$ cat config.mk
export PLATFORM = sky130hd
export DESIGN_NAME = imm_cmd_ctrl
export DESIGN_NICKNAME = d
export VERILOG_FILES = /design/src/rtl/imm_pkg.sv /design/src/rtl/imm_reg_dec.sv /design/src/rtl/imm_hs_fsm.sv /design/src/rtl/imm_rsp_sel.sv /design/src/rtl/imm_cmd_ctrl.sv
export SDC_FILE = /design/constraint.sdc
export NUM_CORES = 1
export LEC_CHECK = 0
export BUFFER_PORTS_ARGS = -buffer_cell sky130_fd_sc_hd__buf_2
export CORE_MARGIN = 4
export CORE_UTILIZATION = 36
export DETAILED_ROUTE_END_ITERATION = 16
export GPL_TIMING_DRIVEN = 0
export PLACE_DENSITY_LB_ADDON = 0.08
export SETUP_SLACK_MARGIN = 0.3
export SLEW_MARGIN = 20
export SYNTH_ARGS = -nofsm -noshare
export SYNTH_HDL_FRONTEND = slang
export SYNTH_HIERARCHICAL = 1
export SYNTH_SLANG_ARGS = --single-unit
export TNS_END_PERCENT = 10
$ cat constraint.sdc
create_clock -name clk_i -period 1.4 [get_ports clk_i]
set_input_delay 0.21 -clock clk_i [delete_from_list [all_inputs] [get_ports clk_i]]
set_output_delay 0.21 -clock clk_i [all_outputs]
set_load 0.05 [all_outputs]
$ cat src/rtl/imm_pkg.sv
package imm_pkg;
  localparam int unsigned DATA_W    = 32;
  localparam int unsigned STAT_W    = 16;
  localparam int unsigned OFF_CMD   = 0;
  localparam int unsigned OFF_RESP  = 4;
  localparam int unsigned OFF_STAT  = 8;
  localparam int unsigned BIT_BUSY  = 0;
  localparam int unsigned BIT_RV    = 1;

  typedef enum logic [1:0] {
    ST_IDLE = 2'd0,
    ST_SEND = 2'd1,
    ST_WAIT = 2'd2
  } imm_state_e;
endpackage

$ cat src/rtl/imm_reg_dec.sv
module imm_reg_dec #(
  parameter int unsigned ADDR_W = 4,
  parameter int unsigned DATA_W = 32,
  parameter int unsigned STAT_W = 16,
  parameter logic [ADDR_W-1:0] A_CMD  = '0,
  parameter logic [ADDR_W-1:0] A_RESP = '0,
  parameter logic [ADDR_W-1:0] A_STAT = '0
) (
  input  logic              we_i,
  input  logic [ADDR_W-1:0] addr_i,
  input  logic              wbusy_i,
  input  logic              wrv_i,
  input  logic [DATA_W-1:0] cmd_q_i,
  input  logic [DATA_W-1:0] resp_q_i,
  input  logic              busy_i,
  input  logic              rv_i,
  output logic              cmd_we_o,
  output logic              issue_o,
  output logic              abandon_o,
  output logic              rv_clr_o,
  output logic [DATA_W-1:0] rdata_o
);
  logic              stat_we;
  logic [STAT_W-1:0] stat_rd;

  assign cmd_we_o  = we_i && (addr_i == A_CMD);
  assign stat_we   = we_i && (addr_i == A_STAT);
  assign issue_o   = stat_we && wbusy_i;
  assign abandon_o = stat_we && !wbusy_i;
  assign rv_clr_o  = stat_we && wrv_i;

  always_comb begin
    stat_rd = '0;
    stat_rd[imm_pkg::BIT_BUSY] = busy_i;
    stat_rd[imm_pkg::BIT_RV]   = rv_i;
  end

  always_comb begin
    unique case (addr_i)
      A_CMD:   rdata_o = cmd_q_i;
      A_RESP:  rdata_o = resp_q_i;
      A_STAT:  rdata_o = {{(DATA_W-STAT_W){1'b0}}, stat_rd};
      default: rdata_o = '0;
    endcase
  end
endmodule

$ cat src/rtl/imm_hs_fsm.sv
module imm_hs_fsm (
  input  logic clk_i,
  input  logic rst_ni,
  input  logic issue_i,
  input  logic abandon_i,
  input  logic ready_i,
  input  logic rsp_hit_i,
  output logic load_o,
  output logic capture_o,
  output logic busy_o,
  output logic valid_o
);
  import imm_pkg::*;

  imm_state_e state_q, state_d;

  always_comb begin
    state_d = state_q;
    unique case (state_q)
      ST_IDLE: if (issue_i) state_d = ST_SEND;
      ST_SEND: begin
        if (abandon_i)    state_d = ST_IDLE;
        else if (ready_i) state_d = ST_WAIT;
      end
      ST_WAIT: begin
        if (abandon_i)      state_d = ST_IDLE;
        else if (rsp_hit_i) state_d = ST_IDLE;
      end
      default: state_d = ST_IDLE;
    endcase
  end

  always_ff @(posedge clk_i or negedge rst_ni) begin
    if (!rst_ni) state_q <= ST_IDLE;
    else         state_q <= state_d;
  end

  // only a 0->1 busy edge loads; abandon beats a same-cycle response
  assign load_o    = (state_q == ST_IDLE) && issue_i;
  assign capture_o = (state_q == ST_WAIT) && rsp_hit_i && !abandon_i;
  assign busy_o    = (state_q != ST_IDLE);
  assign valid_o   = (state_q == ST_SEND);
endmodule

$ cat src/rtl/imm_rsp_sel.sv
module imm_rsp_sel #(
  parameter int unsigned N_SRC  = 2,
  parameter int unsigned DATA_W = 32
) (
  input  logic [N_SRC-1:0]        valid_i,
  input  logic [N_SRC*DATA_W-1:0] data_i,
  output logic                    hit_o,
  output logic [DATA_W-1:0]       data_o
);
  // lowest lane wins
  always_comb begin
    hit_o  = 1'b0;
    data_o = '0;
    for (int i = N_SRC - 1; i >= 0; i--) begin
      if (valid_i[i]) begin
        hit_o  = 1'b1;
        data_o = data_i[i*DATA_W +: DATA_W];
      end
    end
  end
endmodule

$ cat src/rtl/imm_cmd_ctrl.sv
module imm_cmd_ctrl #(
  parameter int unsigned ADDR_W = 4,
  parameter int unsigned N_SRC  = 2,
  parameter int unsigned DATA_W = imm_pkg::DATA_W
) (
  input  logic                    clk_i,
  input  logic                    rst_ni,
  input  logic                    reg_we_i,
  input  logic [ADDR_W-1:0]       reg_addr_i,
  input  logic [DATA_W-1:0]       reg_wdata_i,
  output logic [DATA_W-1:0]       reg_rdata_o,
  output logic                    cmd_valid_o,
  input  logic                    cmd_ready_i,
  output logic [DATA_W-1:0]       cmd_data_o,
  input  logic [N_SRC-1:0]        rsp_valid_i,
  input  logic [N_SRC*DATA_W-1:0] rsp_data_i
);
  import imm_pkg::*;

  localparam logic [ADDR_W-1:0] A_CMD  = ADDR_W'(OFF_CMD);
  localparam logic [ADDR_W-1:0] A_RESP = ADDR_W'(OFF_RESP);
  localparam logic [ADDR_W-1:0] A_STAT = ADDR_W'(OFF_STAT);

  logic [DATA_W-1:0] cmd_q, tx_q, resp_q, rsp_word;
  logic              rv_q, busy, rsp_hit;
  logic              cmd_we, issue, abandon, rv_clr, load, capture;

  imm_reg_dec #(
    .ADDR_W(ADDR_W), .DATA_W(DATA_W), .STAT_W(STAT_W),
    .A_CMD(A_CMD), .A_RESP(A_RESP), .A_STAT(A_STAT)
  ) u_dec (
    .we_i      (reg_we_i),
    .addr_i    (reg_addr_i),
    .wbusy_i   (reg_wdata_i[BIT_BUSY]),
    .wrv_i     (reg_wdata_i[BIT_RV]),
    .cmd_q_i   (cmd_q),
    .resp_q_i  (resp_q),
    .busy_i    (busy),
    .rv_i      (rv_q),
    .cmd_we_o  (cmd_we),
    .issue_o   (issue),
    .abandon_o (abandon),
    .rv_clr_o  (rv_clr),
    .rdata_o   (reg_rdata_o)
  );

  imm_rsp_sel #(.N_SRC(N_SRC), .DATA_W(DATA_W)) u_sel (
    .valid_i (rsp_valid_i),
    .data_i  (rsp_data_i),
    .hit_o   (rsp_hit),
    .data_o  (rsp_word)
  );

  imm_hs_fsm u_fsm (
    .clk_i     (clk_i),
    .rst_ni    (rst_ni),
    .issue_i   (issue),
    .abandon_i (abandon),
    .ready_i   (cmd_ready_i),
    .rsp_hit_i (rsp_hit),
    .load_o    (load),
    .capture_o (capture),
    .busy_o    (busy),
    .valid_o   (cmd_valid_o)
  );

  always_ff @(posedge clk_i or negedge rst_ni) begin
    if (!rst_ni) begin
      cmd_q  <= '0;
      tx_q   <= '0;
      resp_q <= '0;
      rv_q   <= 1'b0;
    end else begin
      if (cmd_we)  cmd_q  <= reg_wdata_i;
      if (load)    tx_q   <= cmd_q;
      if (capture) resp_q <= rsp_word;
      // a fresh result wins over a same-cycle clear
      if (capture)     rv_q <= 1'b1;
      else if (rv_clr) rv_q <= 1'b0;
    end
  end

  assign cmd_data_o = tx_q;
endmodule

==> impl_metrics.py <==
metrics = {
    "outcome": {
        "status": "finished, violations left",
        "violations": "negative setup slack",
    },
    "floorplanning": {
        "rows": 42,
        "die_w_um": 126,
        "initial_core_util": 0.374,
        "io_pins": 171,
        "core_area_um2": 13500,
        "die_y_um": 126,
        "die-area_um2": 15900,
    },
    "clock_network": {
        "cts_sinks": 99,
        "cts-htree-levels": 3,
        "cts_buffers": 9,
        "clk_pin_slew_ns": 0.07,
        "cts_buffer_depth": 2,
        "cts_tree": "built",
        "clk_latency_ns": 0.35,
        "cts-root-buf": "clkbuf_16",
    },
    "synthesis": {
        "asyncSetResetFlopFracSynth": 1.00,
        "ys_types": 29,
        "synthCells": 317,
        "synth_warnings": 6,
        "synth-main-ff-cell": "dfrtp_1",
        "syn_avg_cell_area_um2": 15.9,
        "synth_seq_cells": 99,
        "ys_seq_area_frac": 0.493,
        "yosysMostFrequentCell": "dfrtp_1",
        "syn_nets": 423,
        "synth_top_area_cell": "dfrtp_1",
        "synthTopCellsByCount": "dfrtp_1 (99), mux2_4 (89), a22o_1 (60)",
        "syn_area_um2": 5030,
        "synth_edf_count": 0,
        "synth_top_area_share": 0.493,
        "synth_area_leaders": "dfrtp_1 (49%), mux2_4 (27%), a22o_1 (10%)",
    },
    "cells_and_area": {
        "layout.nets": 633,
        "instances_no_fill": 708,
        "drive_above_1_share": 0.667,
        "syn_to_final_growth_pct": 47.4,
        "final_core_util": 0.551,
    },
    "global_route": {
        "grtUsageMet1": 0.241,
        "grt_pass1_vias": 3698,
        "grt_first_pass_wirelength_um": 21400,
        "grt_usage": 0.176,
        "grt_start_max_net_pins": 63,
        "grt_busiest_layer": "met2",
        "met3_usage": 0.0546,
        "antenna_found_initial": 1,
        "gr-total-overflow": 0,
        "use_met2": 0.277,
    },
    "placement": {
        "pre_cts_slack_ns": -0.730,
        "portBuffers": 169,
        "dp_hpwl_um": 9690,
        "placed_cells": 663,
        "gp_congestion": 0.758,
    },
    "pwr": {
        "p_per_area_nw_per_um2": 1240,
        "total_power_uw": 9190,
        "leakagePower_uw": 0.00360,
        "ir_drop_mv": 0.716,
    },
    "timing": {
        "fmax_ghz": 0.601,
        "tightest_slew_ns": 0.380,
        "fin_ws_ns": -0.264,
        "post-route-period-util": 1.19,
        "layout_min_cycle_time_ns": 1.66,
        "slew_headroom": 0.747,
        "holdWs_ns": 0.0887,
        "hold_viol": 0,
        "finalClockSkew_ns": 0.00477,
        "finalMaxSlewViolations": 0,
        "rsz0062_at_grt": "yes",
        "final-setup-viol-count": 130,
    },
    "setup_path": {
        "worstPathRequired_ns": 1.63,
        "end_kind": "register",
        "path_class": "input port to register",
        "cp_max_fo": 9,
        "crit_arrival_ns": 1.89,
        "startpoint_type": "input port",
    },
    "detailed_routing": {
        "drt_iter0_drc": 142,
        "ant_nets": 0,
        "avgViaCountPerCell": 4.82,
        "wl_um": 14000,
        "via_count": 3414,
        "wl_per_cell_um": 19.8,
        "first_pass_iters": 4,
        "drc": 0,
    },
    "worst_hold_path": {
        "hold_class": "input port to register",
    },
    "job": {
        "cap_violations": 0,
    },
}
## logic make-up (layout without fill, tap and decap cells)
family,count (synthesis),after routing,share of synthesized area
flops,99,99,0.493
buf+inv,28,242,0.0694
other cells,0,1,0
simple gates,25,25,0.0386
mux,96,96,0.281
compound gates,69,69,0.118
## through the flow
| step | cell area (um^2) | TNS [ns] |
|---|---|---|
| after floorplan | 5070 | -25.88 |
| after global placement | 6140 | -175.01 |
| after detailed placement | 6170 | -76.66 |
| after CTS | 7260 | -23.02 |
| after global routing | 7410 | -28.23 |
| final | 7410 | -23.10 |
## flip-flops by register name, indices dropped and copies added (netlist names)
signal,count
rv_q,1
cmd_q,32
cmd_data_o,32
resp_q,32
u_fsm/state_q,2
## worst max-delay path: stages
cell and delay, ns:
buf_12 0.12, or4_4 0.56, nor2_2 0.10, nor3b_4 0.21, buf_6 0.17, buf_6 0.11
buf_12 0.11, mux2_4 0.29
## routing by layer
layer	up-vias	share of wire
li1	1610	-
met1	1686	0.45
met2	105	0.48
met3	11	0.062
met4	2	0.0095
met5	-	0.00050
## final cells by class
cell class                      instances  area (um^2)
Antenna cell                            1         2.50
Buffer                                 25          374
Timing Repair Buffer                  199         1730
Multi-Input combinational cell        190         2300
Inverter                                3         11.3
Fill cell                            1171         6040
Tap cell                              176          220
Sequential cell                        99         2480
Clock buffer                           13          260
Clock inverter                          2         35.0
## power by group
| group | internal (uW) | switching, uW |
|---|---|---|
| clock | 1470 | 1050 |
| combinational | 1480 | 1300 |
| sequential | 3460 | 441 |
| total | 6400 | 2790 |
## worst paths after layout
kind,startpoint,to,slack [ns],cells after the start
setup / recovery,reg_addr_i[2],cmd_data_o[16],-0.26,8
hold / removal,reg_wdata_i[9],cmd_q[9],0.09,2
setup reg to reg,u_fsm/state_q[0],resp_q[18],-0.23,5
hold reg to reg,resp_q[26],resp_q[26],0.51,1
max in group asynchronous,rst_ni,cmd_q[16],0.43,3
min in group asynchronous,rst_ni,cmd_data_o[27],0.33,2
## placed cells by master (no fill, tap or decap), types with 2 or more instances in the layout
cell type	count
buf_2	101
dfrtp_1	99
mux2_4	89
buf_6	81
a22o_1	59
buf_12	16
buf_4	13
clkbuf_16	12
mux2_2	7
buf_8	5
buf_16	4
nand2_1	4
inv_1	3
a21o_1	2
clkbuf_8	2
clkbuf_1	2
nand2b_2	2
nor2b_2	2
a211oi_2	2
a2111oi_4	2
nor2_2	2
nor2_1	2
or2_2	2
o21ai_1	2
## repair_timing
| item | CTS | global route |
|---|---|---|
| gates cloned | 4 | 3 |
| pin swaps | 24 | 20 |
| hold buffers | 1 | 0 |
| endpoints found under the setup margin | 163 | 164 |
| gates resized for setup | 165 | 10 |
| setup buffers | 17 | 4 |
| hold endpoints to repair | 37 | 0 |
Note: power is estimated with default switching activity, not from simulation.
